`src/rtl/bcm_pkg.sv`:
```
package bcm_pkg;

  typedef enum logic [2:0] {
    ST_IDLE,
    ST_WAIT_ZC,
    ST_RES_DLY,
    ST_ON,
    ST_OFF_WAIT
  } bcm_state_e;

  // delay table entry: linear in the operating-point code
  function automatic int unsigned dly_entry(int unsigned base, int unsigned step, int unsigned idx);
    return base + step * idx;
  endfunction

endpackage

```
`src/rtl/bcm_zc_sync.sv`:
```
module bcm_zc_sync #(
  parameter int STAGES = 2
) (
  input  logic clk,
  input  logic rst,
  input  logic zc_in,
  output logic zc_edge
);

  // sh[STAGES-1] is the re-timed level, sh[STAGES] its previous value
  logic [STAGES:0] sh;

  always_ff @(posedge clk) begin
    if (rst) sh <= '0;
    else     sh <= {sh[STAGES-1:0], zc_in};
  end

  assign zc_edge = sh[STAGES-1] & ~sh[STAGES];

endmodule

```
`src/rtl/bcm_delay_rom.sv`:
```
module bcm_delay_rom #(
  parameter int CODE_W   = 4,
  parameter int DLY_W    = 12,
  parameter int DLY_BASE = 24,
  parameter int DLY_STEP = 8
) (
  input  logic              clk,
  input  logic [CODE_W-1:0] addr,
  output logic [DLY_W-1:0]  data
);

  localparam int DEPTH = 1 << CODE_W;

  logic [DLY_W-1:0] mem [DEPTH];

  initial begin
    for (int i = 0; i < DEPTH; i++)
      mem[i] = DLY_W'(bcm_pkg::dly_entry(DLY_BASE, DLY_STEP, i));
  end

  // registered read so the table maps onto a block memory
  always_ff @(posedge clk) data <= mem[addr];

endmodule

```
`src/rtl/bcm_fsm.sv`:
```
module bcm_fsm
  import bcm_pkg::*;
#(
  parameter int CODE_W = 4,
  parameter int DLY_W  = 12,
  parameter int MAX_ON = 1500,
  parameter int BLANK  = 6
) (
  input  logic              clk,
  input  logic              rst,
  input  logic              run_en,
  input  logic              vout_reached,
  input  logic              zc_edge,
  input  logic [CODE_W-1:0] op_code,
  input  logic              pk_trip,
  input  logic [DLY_W-1:0]  dly_val,
  output logic [CODE_W-1:0] code_q,
  output logic              gate_o,
  output logic              cyc_start_o,
  output logic              ocp_fault_o,
  output logic              done_o
);

  localparam int ON_W = $clog2(MAX_ON + 1);
  localparam logic [ON_W-1:0]  ON_LAST  = ON_W'(MAX_ON - 1);
  localparam logic [DLY_W-1:0] BLK_LAST = DLY_W'(BLANK - 1);

  bcm_state_e       state;
  logic [DLY_W-1:0] cnt;
  logic [ON_W-1:0]  on_cnt;
  logic             halt;

  assign halt = ~run_en | vout_reached;

  always_ff @(posedge clk) begin
    if (rst) begin
      state       <= ST_IDLE;
      cnt         <= '0;
      on_cnt      <= '0;
      code_q      <= '0;
      gate_o      <= 1'b0;
      cyc_start_o <= 1'b0;
      ocp_fault_o <= 1'b0;
      done_o      <= 1'b0;
    end else begin
      cyc_start_o <= 1'b0;
      case (state)
        ST_IDLE: begin
          if (run_en && vout_reached) begin
            done_o <= 1'b1;
          end else if (run_en && !ocp_fault_o) begin
            state       <= ST_ON;
            gate_o      <= 1'b1;
            cyc_start_o <= 1'b1;
            done_o      <= 1'b0;
            on_cnt      <= '0;
          end
        end
        ST_WAIT_ZC: begin
          if (halt) begin
            state <= ST_IDLE;
            if (vout_reached) done_o <= 1'b1;
          end else if (zc_edge) begin
            state  <= ST_RES_DLY;
            code_q <= op_code;
            cnt    <= '0;
          end
        end
        ST_RES_DLY: begin
          if (halt) begin
            state <= ST_IDLE;
            if (vout_reached) done_o <= 1'b1;
          end else if (cnt != '0 && cnt >= dly_val) begin
            state       <= ST_ON;
            gate_o      <= 1'b1;
            cyc_start_o <= 1'b1;
            on_cnt      <= '0;
          end else begin
            cnt <= cnt + 1'b1;
          end
        end
        ST_ON: begin
          if (pk_trip) begin
            state  <= ST_OFF_WAIT;
            gate_o <= 1'b0;
            cnt    <= '0;
          end else if (on_cnt == ON_LAST) begin
            state       <= ST_OFF_WAIT;
            gate_o      <= 1'b0;
            cnt         <= '0;
            ocp_fault_o <= 1'b1;
          end else begin
            on_cnt <= on_cnt + 1'b1;
          end
        end
        ST_OFF_WAIT: begin
          if (cnt == BLK_LAST) begin
            if (halt || ocp_fault_o) begin
              state <= ST_IDLE;
              if (vout_reached) done_o <= 1'b1;
            end else begin
              state <= ST_WAIT_ZC;
            end
          end else begin
            cnt <= cnt + 1'b1;
          end
        end
        default: state <= ST_IDLE;
      endcase
    end
  end

endmodule

```
`src/rtl/bcm_gate_timer.sv`:
```
module bcm_gate_timer #(
  parameter int CODE_W      = 4,
  parameter int DLY_W       = 12,
  parameter int DLY_BASE    = 24,
  parameter int DLY_STEP    = 8,
  parameter int MAX_ON      = 1500,
  parameter int BLANK       = 6,
  parameter int SYNC_STAGES = 2
) (
  input  logic              clk,
  input  logic              rst,
  input  logic              run_en,
  input  logic              vout_reached,
  input  logic              zc_in,
  input  logic [CODE_W-1:0] op_code,
  input  logic              pk_trip,
  output logic              gate_o,
  output logic              cyc_start_o,
  output logic              ocp_fault_o,
  output logic              done_o
);

  logic              zc_edge;
  logic [CODE_W-1:0] code_q;
  logic [DLY_W-1:0]  dly_val;

  bcm_zc_sync #(.STAGES(SYNC_STAGES)) u_sync (
    .clk     (clk),
    .rst     (rst),
    .zc_in   (zc_in),
    .zc_edge (zc_edge)
  );

  bcm_delay_rom #(
    .CODE_W   (CODE_W),
    .DLY_W    (DLY_W),
    .DLY_BASE (DLY_BASE),
    .DLY_STEP (DLY_STEP)
  ) u_rom (
    .clk  (clk),
    .addr (code_q),
    .data (dly_val)
  );

  bcm_fsm #(
    .CODE_W (CODE_W),
    .DLY_W  (DLY_W),
    .MAX_ON (MAX_ON),
    .BLANK  (BLANK)
  ) u_fsm (
    .clk          (clk),
    .rst          (rst),
    .run_en       (run_en),
    .vout_reached (vout_reached),
    .zc_edge      (zc_edge),
    .op_code      (op_code),
    .pk_trip      (pk_trip),
    .dly_val      (dly_val),
    .code_q       (code_q),
    .gate_o       (gate_o),
    .cyc_start_o  (cyc_start_o),
    .ocp_fault_o  (ocp_fault_o),
    .done_o       (done_o)
  );

endmodule

```
`config.mk`:
```
export PLATFORM = sky130hd
export DESIGN_NAME = bcm_gate_timer
export DESIGN_NICKNAME = d
export VERILOG_FILES = /design/src/rtl/bcm_pkg.sv /design/src/rtl/bcm_zc_sync.sv /design/src/rtl/bcm_delay_rom.sv /design/src/rtl/bcm_fsm.sv /design/src/rtl/bcm_gate_timer.sv
export SDC_FILE = /design/constraint.sdc
export NUM_CORES = 1
export LEC_CHECK = 0
export BUFFER_PORTS_ARGS = -buffer_cell sky130_fd_sc_hd__buf_2
export CORE_AREA = 2 2 71 59
export CTS_BUF_LIST = sky130_fd_sc_hd__clkbuf_8
export DETAILED_ROUTE_END_ITERATION = 6
export DIE_AREA = 0 0 73 61
export GPL_ROUTABILITY_DRIVEN = 1
export PLACE_DENSITY_LB_ADDON = 0.3
export SYNTH_ARGS = -nofsm -noshare
export SYNTH_HDL_FRONTEND = slang
export SYNTH_SLANG_ARGS = --single-unit
```
`constraint.sdc`:
```
create_clock -name clk -period 3.2 [get_ports clk]
set_clock_uncertainty 0.15 [all_clocks]
set_input_delay 0.48 -clock clk [delete_from_list [all_inputs] [get_ports clk]]
set_output_delay 0.48 -clock clk [all_outputs]
set_load 0.01 [all_outputs]
```
==> impl_metrics.tcl <==
set metrics [dict create \
    final_hold_viol_count 0 \
    critPathCaptureType "flop" \
    via_per_inst 6.026 \
    maxCapViolCount 0 \
    holdBufCountCts 0 \
    ios 14 \
    min_delay_worst_endpoint "u_sync.sh[0]$_SDFF_PP0_" \
    firstDrtPassIters 4 \
    yosysTopAreaCellShare_pct 37.48 \
    initial_core_util_pct 60.17 \
    syn_area_um2 2243 \
    yosysMostFrequentCell "dfxtp_1" \
    synth_nets 274 \
    hold_class "in2reg" \
    critPathMaxFanout 20 \
    clockBufferDepth 2 \
    grt_max_degree 21 \
    coreArea_um2 3729 \
    tightest_slew_ps 601.0 \
    fmax_mhz 381.6 \
    avgRoutedWirePerCell_um 13.70 \
    area_growth_pct 6.693 \
    clk_latency_ps 290 \
    status "finished clean" \
    rr_startpoint "u_fsm.cnt[3]$_SDFFE_PP0P_" \
    fin_util_pct 64.19 \
    overflow 0 \
    fin_nets 286 \
    synthTopCellsByArea "dfxtp_1 37%, a21oi_1 5.8%, ha_1 5.6%" \
    tns_ps 0 \
    synth-async-reset-ratio_pct 0 \
    reg2reg_to "u_fsm.on_cnt[8]$_SDFFE_PP0P_" \
    grt_first_pass_wirelength_um 6865 \
    fillerInstances 317 \
    die_width_um 73 \
    grt_usage_pct 20.24 \
    power_density_nw_per_um2 417.9 \
    wl_met3_um 231 \
    dr_wl_met2_um 1806 \
    post-dp-hpwl_um 3002 \
    cts.clk_slew.worst_paths_ps 80 \
    synth_flop_cell "dfxtp_1" \
    holdPathStages 2 \
    yosys.area.top_type "dfxtp_1" \
    vias 1874 \
    yosysWarnings 0 \
    top_layer_used "met4" \
    wl_met1_um 2172 \
    post-route-min-period_ps 2620 \
    ys_ff_latch 42 \
    p_leak_nw 0.8659 \
    die_h_um 61 \
    cp_data_required_time_ps 3270 \
    cts_tree "built" \
    h-tree-depth 2 \
    cts_setup_buffers 0 \
    synthCells 254 \
    io_buffers 13 \
    dr.first_iter.drc_count 175 \
    start_kind "flop" \
    finalSetupViolations 0 \
    antenna_found_initial 0 \
    syn_avg_cell_area_um2 8.832 \
    place_congestion 0.9162 \
    maxSlewViolCount 0 \
    antenna_cells 0 \
    cts_resized 0 \
    antenna_left 0 \
    rows 20 \
    first_global_vias 1537 \
    remaining_drc_errors 0 \
    ys_seq_area_share_pct 37.48 \
    synth_edf_count 0 \
    crit_type "reg2reg" \
    rr_worst_depth 9 \
    root_buffer "clkbuf_8" \
    rsz0062_at_grt "no" \
    dieArea_um2 4453 \
    slew_headroom_pct 59.37 \
    cts_buffers 5 \
    hp-start "zc_in" \
    netlist_top_cells_count "42 x dfxtp_1, 26 x a21oi_1, 23 x nor2_1" \
    drive_gt1_share_pct 12.73 \
    reg2reg_slack_ps 580 \
    wl_um 4260 \
    arrival_ps 2690 \
    numClockSinks 42 \
    finalCritPeriodShare_pct 81.89 \
    synth.distinct_cells 53 \
    peakVddDrop_uv 257.8 \
]
[flip-flops by register name, indices dropped and copies added, names as in the netlist]
signal	flops
u_rom.data	5
u_fsm.cnt	12
u_sync.sh	3
u_fsm.cyc_start_o	1
u_fsm.gate_o	1
u_fsm.on_cnt	11
u_fsm.done_o	1
u_fsm.ocp_fault_o	1
u_fsm.state	3
u_fsm.code_q	4
[per-layer routing]
metal,vias to the layer above,track usage [%]
li1,949,-
met1,870,28.86
met2,49,29.86
met3,6,4.817
met4,0,7.407
met5,-,0
[report_power, final]
part	leakage, nW	total, mW	internal, mW	switching (mW)
Clock	0.0524	0.346	0.171	0.175
Sequential	0.340	0.553	0.535	0.0181
Combinational	0.474	0.101	0.0420	0.0588
[worst max-delay path, cell delays in order, from the launching register on]
cell and delay, ps:
dfxtp_1 490, inv_1 80, ha_1 270, nand3b_1 60, a21o_2 220, a21oi_1 270, a21oi_1 110, buf_4 200
or4_1 490, a21oi_1 190
[layout make-up]
| class | count | area [um2] | area share [%] |
|---|---|---|---|
| timing repair buffer | 15 | 80.08 | 3.346 |
| clock buffer | 6 | 82.58 | 3.450 |
| tap | 44 | 55.05 | 2.300 |
| multi-input combinational | 189 | 1277 | 53.37 |
| inverter | 13 | 48.80 | 2.039 |
| clock inverter | 2 | 8.758 | 0.3659 |
| sequential | 42 | 840.8 | 35.13 |
[cells in the final DEF, fill, tap and decap left out, drive strengths merged, types with 3 or more instances in the layout]
cell / Yosys / final
or3: 6 / 6
nor2: 23 / 23
a21o: 3 / 3
nand2b: 3 / 3
nand2: 18 / 18
dfxtp: 42 / 42
inv: 13 / 14
ha: 10 / 10
buf: 7 / 15
o21ai: 9 / 9
nor2b: 5 / 5
or4: 14 / 14
o31ai: 12 / 12
nand4: 5 / 5
mux2i: 6 / 6
nand3: 13 / 13
xnor2: 5 / 5
clkbuf: 3 / 6
a21oi: 26 / 26
[per-stage QoR]
stage	total power [mW]	instance area [um2]	std cells	worst slack, ps	hold WS (ps)
CTS	1.012	2394	311	573.9	236.7
global route	1.044	2394	311	362.7	246.2
floorplan	0.6425	2243	254	823.6	225.5
global placement	0.6649	2302	303	619.6	244.0
finish	1.000	2394	311	579.6	242.0
detailed placement	0.6650	2302	303	594.6	244.8
[cells by family (layout without fill, tap and decap cells)]
| group | Yosys count | in the layout | synth area share, % |
|---|---|---|---|
| flops | 42 | 42 | 37.48 |
| compound gates | 62 | 62 | 18.35 |
| buf+inv | 23 | 36 | 5.577 |
| simple gates | 104 | 104 | 27.50 |
| fa+ha+maj | 10 | 10 | 5.577 |
| xor+xnor | 6 | 6 | 2.342 |
| mux | 7 | 7 | 3.179 |
[worst max path at each step]
stage	startpoint	endpoint	slack (ps)	cells past startpoint
global placement	vout_reached	u_fsm.cnt[5]$_SDFFE_PP0P_	620	7
floorplan	u_fsm.cnt[4]$_SDFFE_PP0P_	u_fsm.cnt[1]$_SDFFE_PP0P_	820	7
finish	u_fsm.cnt[3]$_SDFFE_PP0P_	u_fsm.on_cnt[8]$_SDFFE_PP0P_	580	9
detailed placement	vout_reached	u_fsm.cnt[9]$_SDFFE_PP0P_	590	7
global route	u_fsm.cnt[3]$_SDFFE_PP0P_	u_fsm.on_cnt[8]$_SDFFE_PP0P_	360	9
CTS	u_fsm.cnt[3]$_SDFFE_PP0P_	u_fsm.on_cnt[8]$_SDFFE_PP0P_	570	9
Note: power is estimated with default switching activity, not from simulation.
